--- src/rtl/stat_guard_pkg.sv ---
// Shared constants for the sticky status block: flag positions, reset
// values, the clear and lock masks, and the check-enable bit order.
package stat_guard_pkg;
    localparam int NFLAG    = 7;
    localparam int NCHK     = 4;

    localparam int F_BITCNT = 0;
    localparam int F_ADDR   = 1;
    localparam int F_CORE   = 2;
    localparam int F_MAPCRC = 3;
    localparam int F_LINK   = 4;
    localparam int F_RSTSEEN = 5;
    localparam int F_SUPPLY = 6;

    localparam logic [NFLAG-1:0] FLAG_RST  = 7'h60;
    localparam logic [NFLAG-1:0] CLR_MASK  = 7'h7B;
    localparam logic [NFLAG-1:0] LOCK_MASK = 7'h13;

    localparam int C_ADDR   = 0;
    localparam int C_BITCNT = 1;
    localparam int C_LINK   = 2;
    localparam int C_MAP    = 3;

    typedef logic [NFLAG-1:0] flag_vec_t;
endpackage

--- src/rtl/stat_guard_access.sv ---
// Access decoder. It classifies each register access and each frame end.
// Outputs: the status-write hit, the write permit for the rest of the map,
// the load strobe of the check-enable register, and the address and
// bit-count error events.
// Assumes: at most one access strobe per cycle, and that frame_bits holds
// the clock count of the frame that ends with the frame_end pulse.
module stat_guard_access #(
    parameter int          ADDR_W     = 8,
    parameter int          CNT_W      = 8,
    parameter int          WORD_BITS  = 8,
    parameter logic [7:0]  MAX_ADDR   = 8'h50,
    parameter logic [7:0]  STAT_ADDR  = 8'h02,
    parameter logic [7:0]  CHKEN_ADDR = 8'h0A
) (
    input  logic              wr_en,
    input  logic              rd_en,
    input  logic [ADDR_W-1:0] addr,
    input  logic              frame_end,
    input  logic [CNT_W-1:0]  frame_bits,
    input  logic              chk_addr_on,
    input  logic              chk_bits_on,
    input  logic              locked,
    output logic              stat_wr_hit,
    output logic              map_wr_go,
    output logic              chken_load,
    output logic              addr_bad_ev,
    output logic              bitcnt_ev
);
    localparam int WORD_LSB = $clog2(WORD_BITS);
    localparam logic [ADDR_W-1:0] MAX_A   = ADDR_W'(MAX_ADDR);
    localparam logic [ADDR_W-1:0] STAT_A  = ADDR_W'(STAT_ADDR);
    localparam logic [ADDR_W-1:0] CHKEN_A = ADDR_W'(CHKEN_ADDR);

    logic in_range;
    logic unused_frame_hi;

    // Decide whether the presented address falls inside the register map.
    always_comb in_range = (addr <= MAX_A);

    // Classify the write and produce the permit for the rest of the map.
    always_comb begin
        stat_wr_hit = wr_en && (addr == STAT_A);
        map_wr_go   = wr_en && in_range && (addr != STAT_A) && !locked;
        chken_load  = map_wr_go && (addr == CHKEN_A);
    end

    // Raise the error events of the two checks that are made here.
    always_comb begin
        addr_bad_ev = (wr_en || rd_en) && !in_range && chk_addr_on;
        bitcnt_ev   = frame_end && chk_bits_on && (frame_bits[WORD_LSB-1:0] != '0);
    end

    assign unused_frame_hi = ^frame_bits[CNT_W-1:WORD_LSB];
endmodule

--- src/rtl/stat_guard_flags.sv ---
// Sticky flag bank. Each flag is set by its event and cleared either by a
// write of one (clearable flags) or only by reset (sticky-only flags).
// A set always beats a clear in the same cycle.
// Assumes: clr_vec is already qualified by a write to the status address.
module stat_guard_flags
    import stat_guard_pkg::*;
#(
    parameter int              NF      = NFLAG,
    parameter logic [NF-1:0]   RST_VAL = FLAG_RST,
    parameter logic [NF-1:0]   CLR_OK  = CLR_MASK
) (
    input  logic          clk,
    input  logic          rst_n,
    input  logic [NF-1:0] set_vec,
    input  logic [NF-1:0] clr_vec,
    output logic [NF-1:0] flags
);
    for (genvar i = 0; i < NF; i++) begin : g_flag
        if (CLR_OK[i]) begin : g_w1c
            // Clearable flag: a set beats a clear, and a clear needs a one written.
            always_ff @(posedge clk) begin
                if (!rst_n)          flags[i] <= RST_VAL[i];
                else if (set_vec[i]) flags[i] <= 1'b1;
                else if (clr_vec[i]) flags[i] <= 1'b0;
            end
        end else begin : g_sticky
            logic unused_clr;
            assign unused_clr = clr_vec[i];
            // Reset-only flag: once set, only a reset clears it.
            always_ff @(posedge clk) begin
                if (!rst_n)          flags[i] <= RST_VAL[i];
                else if (set_vec[i]) flags[i] <= 1'b1;
            end
        end
    end
endmodule

--- src/rtl/stat_guard_chken.sv ---
// Check-enable register. It holds one enable bit per check and loads from
// the write data on a permitted write to its address.
// Assumes: the load strobe already includes the write lockout.
module stat_guard_chken #(
    parameter int NC = 4
) (
    input  logic          clk,
    input  logic          rst_n,
    input  logic          load,
    input  logic [NC-1:0] din,
    output logic [NC-1:0] en
);
    // Hold the enables: cleared on reset, loaded on a permitted write.
    always_ff @(posedge clk) begin
        if (!rst_n)    en <= '0;
        else if (load) en <= din;
    end
endmodule

--- src/rtl/stat_guard.sv ---
// Sticky status byte with write lockout. It gathers event pulses into
// sticky flags, clears them on write-one, and withholds the write permit
// for the rest of the map while a link-integrity flag is pending.
// Assumes: decoded single-cycle strobes and single-cycle event pulses.
module stat_guard
    import stat_guard_pkg::*;
#(
    parameter int          ADDR_W     = 8,
    parameter int          CNT_W      = 8,
    parameter int          WORD_BITS  = 8,
    parameter logic [7:0]  MAX_ADDR   = 8'h50,
    parameter logic [7:0]  STAT_ADDR  = 8'h02,
    parameter logic [7:0]  CHKEN_ADDR = 8'h0A
) (
    input  logic              clk,
    input  logic              rst_n,
    input  logic              wr_en,
    input  logic              rd_en,
    input  logic [ADDR_W-1:0] addr,
    input  logic [7:0]        wdata,
    input  logic              ev_supply_low,
    input  logic              ev_reset_seen,
    input  logic              ev_link_crc,
    input  logic              ev_map_crc,
    input  logic              ev_core_err,
    input  logic              frame_end,
    input  logic [CNT_W-1:0]  frame_bits,
    output logic [7:0]        status,
    output logic [NCHK-1:0]   check_en,
    output logic              map_wr_go
);
    flag_vec_t flags, set_vec, clr_vec;
    logic      stat_wr_hit, chken_load, addr_bad_ev, bitcnt_ev, locked;
    logic      unused_wdata_top;

    // Any pending link-integrity flag freezes writes to the rest of the map.
    always_comb locked = |(flags & LOCK_MASK);

    stat_guard_access #(
        .ADDR_W(ADDR_W), .CNT_W(CNT_W), .WORD_BITS(WORD_BITS),
        .MAX_ADDR(MAX_ADDR), .STAT_ADDR(STAT_ADDR), .CHKEN_ADDR(CHKEN_ADDR)
    ) u_access (
        .wr_en(wr_en), .rd_en(rd_en), .addr(addr),
        .frame_end(frame_end), .frame_bits(frame_bits),
        .chk_addr_on(check_en[C_ADDR]), .chk_bits_on(check_en[C_BITCNT]),
        .locked(locked), .stat_wr_hit(stat_wr_hit), .map_wr_go(map_wr_go),
        .chken_load(chken_load), .addr_bad_ev(addr_bad_ev), .bitcnt_ev(bitcnt_ev)
    );

    // Gather the set events, each gated by its check enable where it has one.
    always_comb begin
        set_vec            = '0;
        set_vec[F_SUPPLY]  = ev_supply_low;
        set_vec[F_RSTSEEN] = ev_reset_seen;
        set_vec[F_LINK]    = ev_link_crc && check_en[C_LINK];
        set_vec[F_MAPCRC]  = ev_map_crc && check_en[C_MAP];
        set_vec[F_CORE]    = ev_core_err;
        set_vec[F_ADDR]    = addr_bad_ev;
        set_vec[F_BITCNT]  = bitcnt_ev;
    end

    // Clear requests come only from a write to the status address.
    always_comb clr_vec = stat_wr_hit ? wdata[NFLAG-1:0] : '0;

    stat_guard_flags #(
        .NF(NFLAG), .RST_VAL(FLAG_RST), .CLR_OK(CLR_MASK)
    ) u_flags (
        .clk(clk), .rst_n(rst_n), .set_vec(set_vec), .clr_vec(clr_vec), .flags(flags)
    );

    stat_guard_chken #(.NC(NCHK)) u_chken (
        .clk(clk), .rst_n(rst_n), .load(chken_load),
        .din(wdata[NCHK-1:0]), .en(check_en)
    );

    // Present the byte with its top bit reserved as zero.
    always_comb status = {1'b0, flags};

    assign unused_wdata_top = wdata[7];
endmodule

--- config.mk ---
export PLATFORM = sky130hd
export DESIGN_NAME = stat_guard
export DESIGN_NICKNAME = d
export VERILOG_FILES = /design/src/rtl/stat_guard_pkg.sv /design/src/rtl/stat_guard_access.sv /design/src/rtl/stat_guard_flags.sv /design/src/rtl/stat_guard_chken.sv /design/src/rtl/stat_guard.sv
export SDC_FILE = /design/constraint.sdc
export NUM_CORES = 1
export LEC_CHECK = 0
export BUFFER_PORTS_ARGS = -buffer_cell sky130_fd_sc_hd__buf_4
export CELL_PAD_IN_SITES_DETAIL_PLACEMENT = 0
export CELL_PAD_IN_SITES_GLOBAL_PLACEMENT = 1
export CORE_UTILIZATION = 22
export DETAILED_ROUTE_END_ITERATION = 8
export PLACE_DENSITY_LB_ADDON = 0.2
export SLEW_MARGIN = 5
export SYNTH_ARGS = -nofsm -noshare
export SYNTH_HDL_FRONTEND = slang
export SYNTH_SLANG_ARGS = --single-unit
--- constraint.sdc ---
create_clock -name clk -period 1.79 [get_ports clk]
set_input_delay 0.2685 -clock clk [delete_from_list [all_inputs] [get_ports clk]]
set_output_delay 0.2685 -clock clk [all_outputs]
set_load 0.005 [all_outputs]
# ---- Word level (Yosys, flattened, before mapping)
# Index checks and enable logic that the tools add are counted.
dict set report word_totals {
  regBits 11
  inputBits 34
  out_inout_bits 13
}
dict set report classes {
  order_cmp 1
  eq_ne 3
  n_mux 9
  bitwise 1
  reduce_logical 22
}
# op n
set op_table {}
lappend op_table {{$logic_and 1x1->1} 11}
lappend op_table {{$eq 8x2->1 const B} 1}
lappend op_table {{$eq 8x4->1 const B} 1}
lappend op_table {{$le 8x7->1 const B} 1}
lappend op_table {{$mux 1} 8}
lappend op_table {{$ne 8x2->1 const B} 1}
lappend op_table {{$reduce_bool 2->1} 4}
lappend op_table {{$mux 7} 1}
lappend op_table {{$reduce_or 2->1} 2}
lappend op_table {{$reduce_bool 3->1} 1}
lappend op_table {{$reduce_or 3->1} 1}
lappend op_table {{$logic_not 1->1} 2}
lappend op_table {{$logic_or 1x1->1} 1}
lappend op_table {{$not 1->1} 1}

# ---- Depth between registers and ports, before layout
# Gate-level depths: netlist of run 1.
dict set report logic_depth {
  ltp_word 5
  depth_mapped 4
  mapped_depth_nobuf 3
}

# ---- Cells and area by module
# From an unflattened synthesis of run 1, not the netlist that was laid out.
dict set report hier_totals {
  hier_cells 57
  area_unflattened_um2 578.1
}
# module instances cells_per_inst area_each_um2 seq_area_each_um2
set by_module_without_submodules {}
lappend by_module_without_submodules {stat_guard_flags 1 20 230.2 140.1}
lappend by_module_without_submodules {stat_guard_chken 1 13 156.4 80.1}
lappend by_module_without_submodules {stat_guard_access 1 12 117.6 0.0}
lappend by_module_without_submodules {stat_guard 1 12 73.8 0.0}

# ---- Least setup slack after synthesis of run 1
# Ideal clock, no wire load.
dict set report synth_timing {
  kind {input to output}
  from {in addr[5]}
  to {out map_wr_go}
  arrival_ns 1.604
  path_slack_ns -0.083
  cell_stages 4
  path_cell_list {or4_4 buf_6 or4b_4 a21oi_1}
}
dict set report synth_via {
  elab_chain_cells 4
  word_cells_on_any_way 5
  cone_classes {order compare: 1; eq/ne: 1; reduce/logical: 3}
}
# element line
set synth_lines {}
lappend synth_lines {{from (decl)} stat_guard.sv:19} ;# input logic [ADDR_W-1:0] addr,
lappend synth_lines {{$le 8x7->1} stat_guard_access.sv:38} ;# always_comb in_range = (addr <= MAX_A);
lappend synth_lines {{$logic_and 1x1->1} stat_guard_access.sv:43} ;# map_wr_go = wr_en && in_range && (addr != STAT_A) && !locked;
lappend synth_lines {{$logic_and 1x1->1 * (2 in a row)} stat_guard_access.sv:43}
lappend synth_lines {{to (decl)} stat_guard.sv:30} ;# output logic map_wr_go
# Mark *: on every way between the ends. The rest lies on a longest branch, timed or not.

# ---- Worst setup path in the final report of run 1
dict set report layout_timing {
  from {in addr[2]}
  to {out map_wr_go}
}
# The elaborated chain is that of the path after synthesis.

==> results.rst, run 1 <==
.. list-table::
   :header-rows: 1

   * - Metric
     - Value
   * - Run status
     - complete, but fails checks
   * - Violations in the final reports
     - setup timing
   * - Layout fillers
     - 267
   * - Site Rows
     - 18
   * - First-pass GRT wire length
     - 2300 um
   * - Core Area
     - 2500 um^2
   * - Path class of the lowest-slack min-delay path
     - input port to flip-flop
   * - Post-Route Skew
     - 6.42 ps
   * - Sw power
     - between 100 and 150 uW
   * - Insertion delay to the later sink of the worst-skew pair
     - 260 ps
   * - Final cycle utilization of the critical path
     - 1.07
   * - Number of max-capacitance violations reported
     - 0
   * - Arrival time worst endpoint
     - around 1600 ps
   * - Highest layer used for signal routing
     - met4
   * - Cells on worst reg2reg path
     - 4
   * - Share of the synthesized area in compound gates (AO/OA/AOI/OAI)
     - 0.171
   * - Minimum clock period after layout
     - between 1500 and 2000 ps
   * - DRC violation count after routing
     - 0
   * - Reg clk slew, reported paths
     - 70 ps
   * - Sort of element at the start of the critical path
     - input port
   * - Largest net degree at the start of global routing
     - 14
   * - Internal power summed over all cells
     - 386 uW
   * - Slowest-stage cell, CP
     - or4_4
   * - Portion of synthesized cell area occupied by the leading cell type
     - 0.375
   * - Count of mapped cells out of synthesis
     - 66
   * - Number of post-CTS setup repair buffers
     - 0
   * - Switch share
     - 0.229
   * - Hold Path End
     - u_flags.flags[5]$_SDFFE_PP1P_
   * - Die Area
     - 2880 um^2
   * - DRT antenna net count
     - 0
   * - Met2 layer wire length in the routed design
     - 746 um
   * - Leading cell type in the layout, fill and taps excluded
     - buf_4
   * - Setup repair after global routing missed its margin
     - true
   * - TritonCTS clock tree
     - built
   * - Area Overhead vs Synth
     - 61.4%
   * - Main area contributors after synthesis
     - dfxtp_1 (38%), nand2_1 (7.0%), mux2i_1 (6.8%)
   * - Reg2reg start
     - u_flags.flags[4]$_SDFFE_PN0P_
   * - Effective utilization at floorplan
     - 0.235
   * - Drt first-iter violations
     - 9
   * - Final number of hold-violating endpoints
     - 0
   * - Leftover overflow at the end of global routing
     - 0
   * - Standby leakage power
     - 0.416 nW
   * - Synthesized-area fraction occupied by and/or/nand/nor cells
     - 0.290
   * - Met1 layer wirelength in the final routing
     - roughly 740 um
   * - Place WS
     - -172 ps
   * - Average instance area after synthesis
     - 8.89 um^2
   * - VDD IR max
     - 0.218 mV
   * - Proportion of power drawn by flip-flops and latches
     - 0.493
   * - Cells along the critical path
     - buf_6 -> or4_4 -> or4b_4 -> a21oi_2 -> buf_4
   * - Library cell with the largest summed area after synthesis
     - dfxtp_1
   * - Number of synthesis warnings
     - 0
   * - DPL Wire Length
     - 1300 um
   * - Maximum clock path buffer count
     - 2
   * - Syn Nets
     - 100
   * - Setup-violating endpoint count in the final report
     - 1
   * - Global placement routability congestion
     - between 0.6 and 0.7
   * - Crit path capture type
     - primary output
   * - Initial antenna violation count
     - 0
   * - Critical hold path startpoint
     - ev_reset_seen
   * - Multiplexer fraction of the synthesized cell area
     - 0.0682
   * - Via total after detailed routing
     - 622
   * - CTS Buf Count
     - 3
   * - Critical path class
     - input port to primary output
   * - Netlist area before placement
     - 587 um^2
   * - Hold Path Stages
     - 2
   * - Number of clock sinks
     - 11
   * - Total track usage
     - 0.117
   * - Average detailed-routed wire length per instance
     - ~12 um
   * - Slew Limit Fails
     - 0
   * - Net count, final
     - ~140
   * - Input/output buffers
     - 39
   * - Setup slack, reg-to-reg
     - 230 ps
   * - Number of instances in the placed design
     - 134
   * - Layout cell share with drive strength beyond 1
     - 0.481
   * - Power per Cell Area
     - 529 nW/um^2
   * - Count of state elements after synthesis
     - 11
   * - Ant. Diodes
     - 0
   * - Count of boundary I/O pins
     - 47
   * - Family with the most delay on the worst path
     - simple AND/OR/NAND/NOR gates
   * - Die outline width
     - 53.6 um
   * - Share of synthesized cell area in full adder, half adder and majority cells
     - 0
   * - Post-layout worst setup margin
     - -121 ps
   * - Portion of total power attributed to combinational logic
     - 0.169
   * - Achievable Freq
     - 523 MHz
   * - Largest family of logic cells by synthesized area
     - simple AND/OR/NAND/NOR gates
   * - H-tree level count
     - 1
   * - Largest fanout of any net on the critical path
     - 2
   * - Most used cells in the layout excluding fill and tap cells
     - buf_4 (41), nand2_1 (11), dfxtp_1 (11)
   * - Clk root buf
     - clkbuf_4
   * - Register area share after synthesis
     - 0.375
   * - Number of distinct standard cells referenced by the synthesized netlist
     - 29
   * - Slowest Stage Delay on Critical Path
     - roughly 530 ps
   * - Post-synthesis xor/xnor area fraction
     - 0
   * - Via count of the first global-routing pass
     - about 530
   * - Met3 Wirelength
     - roughly 90 um
   * - Buffer and inverter count on the worst path
     - 2
   * - Average via count per standard cell
     - 4.51
   * - Router iterations before antenna repair
     - 4
   * - Die Y
     - 53.6 um
   * - Reg2Reg Capture Point
     - u_chken.en[1]$_SDFFE_PN0P_
   * - Final wirelength
     - approximately 1600 um
   * - Post-layout instance count excluding filler cells
     - 138
   * - Data required time of the critical path
     - approximately 1500 ps
   * - Power share of the clock group
     - 0.338
[worst max-delay path by stage]
stage,end,from,cells past startpoint,slack [ps]
final,map_wr_go,addr[2],5,-120
after global routing,map_wr_go,addr[2],5,-140
after CTS,map_wr_go,addr[2],5,-130
after detailed placement,map_wr_go,addr[5],5,-170
after global placement,map_wr_go,addr[5],5,-180
after floorplan,map_wr_go,addr[5],4,-50
[layer usage]
layer  global-route usage  vias to the layer above
met1                0.145                      278
met2                0.179                       22
met3               0.0254                        2
met4               0.0789                        0
li1                     -                      320
met5                    0                        -
[registers in the layout (all words and copies together) (netlist names)]
name,cells
u_flags.flags,7
u_chken.en,4
[stage by stage]
| step | hold slack [ps] | TNS (ps) | power, mW | util | instance area (um^2) |
|---|---|---|---|---|---|
| final | 193 | -121 | 0.501 | 0.379 | 947 |
| after global routing | 176 | -142 | 0.535 | 0.379 | 947 |
| after CTS | 185 | -134 | 0.512 | 0.379 | 947 |
| after detailed placement | 462 | -172 | 0.337 | 0.365 | 913 |
| after global placement | 457 | -183 | 0.336 | 0.365 | 913 |
| after floorplan | 374 | -49.9 | 0.279 | - | 591 |
[synth_stat cells, drive strengths merged]
library cell and number:
or4 1, nand3b 2, nor3 2, conb 1, nand2b 1, nor4b 1
nor2 3, or4bb 2, dfxtp 11, o41ai 2, o311a 1, o311ai 1
o21ai 2, clkbuf 1, a21oi 4, buf 4, or3b 1, mux2i 4
inv 4, o2bb2ai 1, nor2b 1, nand2 11, a311oi 2, or4b 2
a211oi 1
[cell families (layout without fill, tap and decap cells)]
kind of cell	count (synthesis)	in the layout
AOI/OAI and AO/OA	14	14
buffers and inverters	9	51
DFF	11	11
muxes	4	4
other	1	1
and+or+nand+nor	27	27
[power groups by stage]
stage / Combinational [mW] / Clock (mW) / Sequential, mW
after floorplan: 0.0258 / 0 / 0.253
after global placement: 0.0836 / 0 / 0.253
after detailed placement: 0.0840 / 0 / 0.253
after CTS: 0.0856 / 0.179 / 0.247
after global routing: 0.0928 / 0.195 / 0.247
final: 0.0847 / 0.169 / 0.247
[area by class of cell]
class	instances	area, um^2	share of cell area
Inverter	4	15.0	0.0159
Tap cell	30	37.5	0.0396
Multi-Input combinational cell	46	318	0.336
Sequential cell	11	220	0.232
Timing Repair Buffer	43	330	0.349
Clock buffer	4	26.3	0.0277
[repair_timing]
| action | CTS | global route |
|---|---|---|
| setup endpoints to repair | 1 | 1 |
| resized for setup | 2 | 0 |
| pin swaps | 3 | 1 |
| hold buffers | 0 | 0 |
| endpoints found under the hold margin | 0 | 0 |
(Power assumes the default switching activity.)
==> inputs of run 2 (changes only) <==
Settings changed: CORE_MARGIN from default to 3, CTS_BUF_LIST from default to sky130_fd_sc_hd__clkbuf_8 sky130_fd_sc_hd__clkbuf_16.
==> run 2 against run 1 <==
  * Worst setup slack better by 6.0 ps
  * The flow still finishes with violations (setup timing)
  * Largest power group unchanged
  * Cell count stayed put
  * Fmax is 0.32% higher
==> results.rst, run 2 (synthesized netlist as in run 1, its figures left out) <==
.. list-table::
   :header-rows: 1

   * - Metric
     - Value
   * - Run status
     - complete, but fails checks
   * - Violations in the final reports
     - setup timing
   * - Register bank with the most flops
     - u_flags.flags
   * - TritonCTS clock tree
     - built
   * - Clk root buf
     - clkbuf_8
   * - Net count, final
     - 143 (unchanged)
   * - DPL Wire Length
     - 1360 um (+5.0%)
   * - Power per Cell Area
     - 596 nW/um^2 (+13%)
   * - Maximum clock path buffer count
     - 2 (unchanged)
   * - Router iterations before antenna repair
     - 4 (unchanged)
   * - Final cycle utilization of the critical path
     - 1.06 (-0.00337)
   * - Leading cell type in the layout, fill and taps excluded
     - buf_4
   * - DRC violation count after routing
     - 0 (unchanged)
   * - Site Rows
     - 18 (unchanged)
   * - Sort of element at the start of the critical path
     - input port
   * - Arrival time worst endpoint
     - 1640 ps (about the same)
   * - Ant. Diodes
     - 0 (unchanged)
   * - Critical hold path startpoint
     - ev_supply_low
   * - Core Area
     - 2500 um^2 (unchanged)
   * - Input/output buffers
     - 39 (unchanged)
   * - Data required time of the critical path
     - 1520 ps (about the same)
   * - Post-Route Skew
     - 5.81 ps (-0.619 ps)
   * - Setup-violating endpoint count in the final report
     - 1 (unchanged)
   * - Drt first-iter violations
     - 9 (unchanged)
   * - Cell area after layout
     - 966 um^2 (+2.0%)
   * - Via total after detailed routing
     - 620 (-0.32%)
   * - Area Overhead vs Synth
     - 64.6%
   * - Leftover overflow at the end of global routing
     - 0 (unchanged)
   * - Place WS
     - -174 ps (-1.41 ps)
   * - Reg2reg start
     - u_flags.flags[4]$_SDFFE_PN0P_
   * - Max FFs per register
     - 7 (unchanged)
   * - Reg clk slew, reported paths
     - 50 ps (-20 ps)
   * - Hold_ws
     - 215 ps (+22.0 ps)
   * - Total track usage
     - 0.108 (-0.00843)
   * - Cells on worst reg2reg path
     - 4 (unchanged)
   * - Critical path class
     - input port to primary output
   * - Minimum clock period after layout
     - 1910 ps (-6.03 ps)
   * - VDD IR max
     - 0.335 mV (+54%)
   * - Dpl cell area
     - 913 um^2 (unchanged)
   * - Effective utilization at floorplan
     - 0.235 (unchanged)
   * - CTS Buf Count
     - 3 (unchanged)
   * - Reg2Reg Capture Point
     - u_chken.en[3]$_SDFFE_PN0P_
   * - Global placement routability congestion
     - 0.682 (+2.4%)
   * - Standby leakage power
     - 0.428 nW (+2.9%)
   * - Total Power Consumption
     - 576 uW (+15%)
   * - Count of boundary I/O pins
     - 47 (unchanged)
   * - Hold Path Stages
     - 2 (unchanged)
   * - First-pass GRT wire length
     - 2710 um (+18%)
   * - Average via count per standard cell
     - 4.49 (-0.32%)
   * - Final number of hold-violating endpoints
     - 0 (unchanged)
   * - Most used cells in the layout excluding fill and tap cells
     - buf_4 (41), nand2_1 (11), dfxtp_1 (11)
   * - Largest fanout of any net on the critical path
     - 2 (unchanged)
   * - Insertion delay to the later sink of the worst-skew pair
     - 240 ps (-20 ps)
   * - Die Area
     - 3320 um^2 (+15%)
   * - Path class of the lowest-slack min-delay path
     - input port to flip-flop
   * - Initial antenna violation count
     - 0 (unchanged)
   * - Number of clock sinks
     - 11 (unchanged)
   * - Setup repair after global routing missed its margin
     - true
   * - Layout cell share with drive strength beyond 1
     - 0.481 (unchanged)
   * - Slew Limit Fails
     - 0 (unchanged)
   * - H-tree level count
     - 1 (unchanged)
   * - DRT antenna net count
     - 0 (unchanged)
   * - Achievable Freq
     - 525 MHz (+0.32%)
   * - Hold Path End
     - u_flags.flags[6]$_SDFFE_PP1P_
   * - Crit path capture type
     - primary output
   * - Hold buffers post-CTS
     - 0 (unchanged)
   * - Number of max-capacitance violations reported
     - 0 (unchanged)
   * - Die outline width
     - 57.6 um (+7.5%)
   * - Setup slack, reg-to-reg
     - 230 ps (about the same)
   * - Launching element of the worst setup path
     - addr[2]
   * - Via count of the first global-routing pass
     - 617 (+16%)
   * - Largest registers
     - u_flags.flags: 7 flops, u_chken.en: 4 flops
   * - Final wirelength
     - 1660 um (+3.8%)
   * - Post-layout worst setup margin
     - -115 ps (+6.03 ps)
   * - Largest net degree at the start of global routing
     - 14 (unchanged)
   * - Die Y
     - 57.6 um (+7.5%)
   * - Average detailed-routed wire length per instance
     - 12.0 um (+3.8%)
==> run 2: cell count changes in the layout (fill, tap and decap cells not counted), sizes merged <==
cell,delta
inv,+1
clkbuf,-1
==> run 2: worst max path at each step <==
stage / end / cells past startpoint
2_1_floorplan: map_wr_go / 4
3_3_place_gp: map_wr_go / 5
3_5_place_dp: map_wr_go / 5
4_1_cts: map_wr_go / 5
5_1_grt: map_wr_go / 5
6_report: map_wr_go / 5
==> run 2: final cells by class <==
class / count / area, um^2
clock inverters: 1 / 3.75
well taps: 30 / 37.5
multi-input cells: 46 / 318
clock buffers: 3 / 41.3
flip-flops and latches: 11 / 220
inverters: 4 / 15.0
repair buffers: 43 / 330
fillers: 273 / 1530
==> run 2: what timing repair did <==
item                                    CTS  global route
hold endpoints to repair                  0             0
pin swaps                                 3             1
resized for setup                         2             0
endpoints found under the setup margin    1             1
setup buffers                             0             0
==> run 2: where the power goes <==
group / switching, mW / internal, mW / total [mW]
sequential: 0.00102 / 0.247 / 0.248
combinational: 0.0308 / 0.0540 / 0.0848
clock: 0.0927 / 0.151 / 0.243
==> run 2: stage by stage <==
step / util / instances / TNS, ps
2_1_floorplan: - / 66 / -49.9
3_3_place_gp: 0.365 / 134 / -185
3_5_place_dp: 0.365 / 134 / -174
4_1_cts: 0.386 / 138 / -136
5_1_grt: 0.386 / 138 / -151
6_report: 0.386 / 138 / -115
==> run 2: routing by layer <==
metal	part of all wire	global-route usage	wire length [um]
met1	0.46	0.136	767
met2	0.45	0.163	749
met3	0.072	0.0290	120
met4	0.013	0.0695	21
met5	0	0	0
==> run 2: critical path, cell delays in order <==
cell     delay (ps)
buf_6            90
or4_4           520
or4b_4          500
a21oi_2         140
buf_4           120
==> inputs of run 3 (changes only) <==
Settings changed: CORE_UTILIZATION 22 to 27, RECOVER_POWER from default to 100.
Clock period 1.79 ns to 2.22 ns, I/O delays scaled along.
==> run 3 against run 2 <==
  * The run now ends clean
  * Hold slack better by 67 ps
  * Clock skew increased by 1.5 ps
  * Final area is 4.8% lower
  * Die area is 17% lower
  * Clock power shrank 17%
  * Critical endpoint unchanged
  * Largest cell class is now multi-input gates
  * Highest routed layer unchanged
==> results.rst, run 3 (synthesized netlist as in run 1, its figures left out) <==
.. list-table::
   :header-rows: 1

   * - Metric
     - Value
   * - Run status
     - finished clean
   * - Family with the most delay on the worst path
     - simple AND/OR/NAND/NOR gates
   * - Achievable Freq
     - 465 MHz
   * - Max FFs per register
     - 7 (unchanged)
   * - Largest fanout of any net on the critical path
     - 2 (unchanged)
   * - Final cycle utilization of the critical path
     - 0.969
   * - Power share of the clock group
     - 0.431 (+0.009)
   * - Largest registers
     - u_flags.flags: 7 flops, u_chken.en: 4 flops
   * - Effective utilization at floorplan
     - 0.293 (+0.0584)
   * - Number of post-CTS setup repair buffers
     - 0 (unchanged)
   * - Total negative setup slack
     - 0 ps (+115 ps)
   * - Setup repair after global routing missed its margin
     - false
   * - Cells along the critical path
     - clkbuf_4 -> or4_4 -> or4b_4 -> a21oi_1 -> clkbuf_4
   * - Proportion of power drawn by flip-flops and latches
     - 0.428 (-0.003)
   * - CTS Buf Count
     - 3 (unchanged)
   * - CP dominant cell by count
     - clkbuf_4
   * - Met1 layer wirelength in the final routing
     - 650 um (-15%)
   * - Router iterations before antenna repair
     - 4 (unchanged)
   * - Via total after detailed routing
     - 635 (+2.4%)
   * - Post-cts resize count
     - 0 (-2)
   * - Minimum clock period after layout
     - 2150 ps
   * - Register bank with the most flops
     - u_flags.flags
   * - Count of boundary I/O pins
     - 47 (unchanged)
   * - Final number of hold-violating endpoints
     - 0 (unchanged)
   * - Area Overhead vs Synth
     - 56.7%
   * - Final Util
     - 0.459 (+0.0730)
   * - Leftover overflow at the end of global routing
     - 0 (unchanged)
   * - Largest net degree at the start of global routing
     - 14 (unchanged)
   * - Average detailed-routed wire length per instance
     - 12.3 um (+2.2%)
   * - Setup-violating endpoint count in the final report
     - 0 (-1)
   * - Slowest Stage Delay on Critical Path
     - 530 ps (about the same)
   * - Clk root buf
     - clkbuf_8
   * - Post-Route Skew
     - 7.34 ps (+1.53 ps)
   * - Final wirelength
     - 1630 um (-1.5%)
   * - H-tree level count
     - 1 (unchanged)
   * - Core Area
     - 2000 um^2 (-20%)
   * - Drt first-iter violations
     - 11 (+2)
   * - Site Rows
     - 16 (-2)
   * - Power per Cell Area
     - 507 nW/um^2 (-15%)
   * - Hold buffers post-CTS
     - 0 (unchanged)
   * - Path class of the lowest-slack min-delay path
     - input port to flip-flop
   * - Insertion delay to the later sink of the worst-skew pair
     - 240 ps (about the same)
   * - Number of max-capacitance violations reported
     - 0 (unchanged)
   * - Met3 Wirelength
     - 144 um (+20%)
   * - Ant. Diodes
     - 0 (unchanged)
   * - Switch share
     - 0.224 (+0.00803)
   * - Average via count per standard cell
     - 4.77 (+6.3%)
   * - Net count, final
     - 141 (-1.4%)
   * - Buffer and inverter count on the worst path
     - 2 (unchanged)
   * - Internal power summed over all cells
     - 362 uW (-20%)
   * - First-pass GRT wire length
     - 2570 um (-5.1%)
   * - Critical path class
     - input port to primary output
   * - Initial antenna violation count
     - 0 (unchanged)
   * - Data required time of the critical path
     - 1890 ps (+370 ps)
   * - Leading cell type in the layout, fill and taps excluded
     - buf_4
   * - Input/output buffers
     - 39 (unchanged)
   * - Die Y
     - 52.6 um (-8.7%)
   * - Met2 layer wire length in the routed design
     - 832 um (+11%)
   * - Maximum clock path buffer count
     - 2 (unchanged)
   * - Layout cell share with drive strength beyond 1
     - 0.425 (-0.0570)
   * - Standby leakage power
     - 0.398 nW (-7.0%)
   * - Most used cells in the layout excluding fill and tap cells
     - buf_4 (26), clkbuf_4 (12), nand2_1 (11), dfxtp_1 (11)
   * - Reg clk slew, reported paths
     - 60 ps (about the same)
   * - Die Area
     - 2770 um^2 (-17%)
   * - Slew Limit Fails
     - 0 (unchanged)
   * - Sort of element at the start of the critical path
     - input port
   * - DPL Wire Length
     - 1330 um (-2.6%)
   * - Slowest-stage cell, CP
     - or4_4
   * - Arrival time worst endpoint
     - 1820 ps (+180 ps)
   * - VDD IR max
     - 0.314 mV (-6.2%)
   * - Sw power
     - 105 uW (-16%)
   * - Total track usage
     - 0.130 (+0.0216)
   * - Via count of the first global-routing pass
     - 619 (+0.32%)
   * - Highest layer used for signal routing
     - met4
   * - Crit path capture type
     - primary output
   * - DRC violation count after routing
     - 0 (unchanged)
   * - Die outline width
     - 52.6 um (-8.7%)
   * - DRT antenna net count
     - 0 (unchanged)
   * - TritonCTS clock tree
     - built
   * - Portion of total power attributed to combinational logic
     - 0.141 (-0.006)
   * - Global placement routability congestion
     - 0.682 (about the same)
   * - Layout fillers
     - 218 (-20%)
   * - Number of clock sinks
     - 11 (unchanged)
run 3: cell count changes in the layout (fill, tap and decap cells not counted), sizes merged:
cell,delta
clkbuf,+15
buf,-17
run 3: per-layer routing:
layer	GRT usage	vias up
li1	-	319
met1	0.134	290
met2	0.219	24
met3	0.0598	2
met4	0.0638	0
met5	0	-
run 3: stage by stage:
| stage | total power, mW | instances | setup WS (ps) | hold slack (ps) | area, um^2 |
|---|---|---|---|---|---|
| 6_report | 0.467 | 133 | 68.1 | 283 | 920 |
| 5_1_grt | 0.497 | 133 | 29.9 | 279 | 920 |
| 4_1_cts | 0.476 | 133 | 80.5 | 279 | 936 |
| 3_5_place_dp | 0.271 | 129 | 80.7 | 468 | 891 |
| 3_3_place_gp | 0.271 | 129 | 84.2 | 461 | 891 |
| 2_1_floorplan | 0.224 | 66 | 218 | 439 | 587 |
run 3: power by group through the flow:
stage                     Combinational (mW)  Clock, mW  Sequential, mW
after floorplan                       0.0201          0           0.204
after global placement                0.0666          0           0.204
after detailed placement              0.0670          0           0.204
after CTS                             0.0675      0.209           0.200
after global routing                  0.0714      0.226           0.200
final                                 0.0656      0.201           0.200
run 3: final timing paths:
path                                       from                       endpoint  slack (ps)  cells after the start
setup / recovery                        addr[5]                      map_wr_go          70                      5
hold / removal                    ev_reset_seen  u_flags.flags[5]$_SDFFE_PP1P_         280                      2
setup reg to reg  u_flags.flags[4]$_SDFFE_PN0P_     u_chken.en[3]$_SDFFE_PN0P_         470                      4
hold reg to reg   u_flags.flags[2]$_SDFFE_PN0P_  u_flags.flags[2]$_SDFFE_PN0P_         480                      2
run 3: area by class of cell:
class | count | area (um^2) | share of cell area
timing repair buffer | 41 | 297 | 0.322
clock inverter | 1 | 3.75 | 0.00408
tap | 27 | 33.8 | 0.0367
clock buffer | 3 | 41.3 | 0.0449
multi-input combinational | 46 | 309 | 0.336
sequential | 11 | 220 | 0.239
inverter | 4 | 15.0 | 0.0163
run 3: worst register-to-register path, cell delays in order (launching register included):
cell and delay (ps):
dfxtp_1 320, or4b_1 550, nor3_1 330, clkbuf_1 280, mux2i_1 200
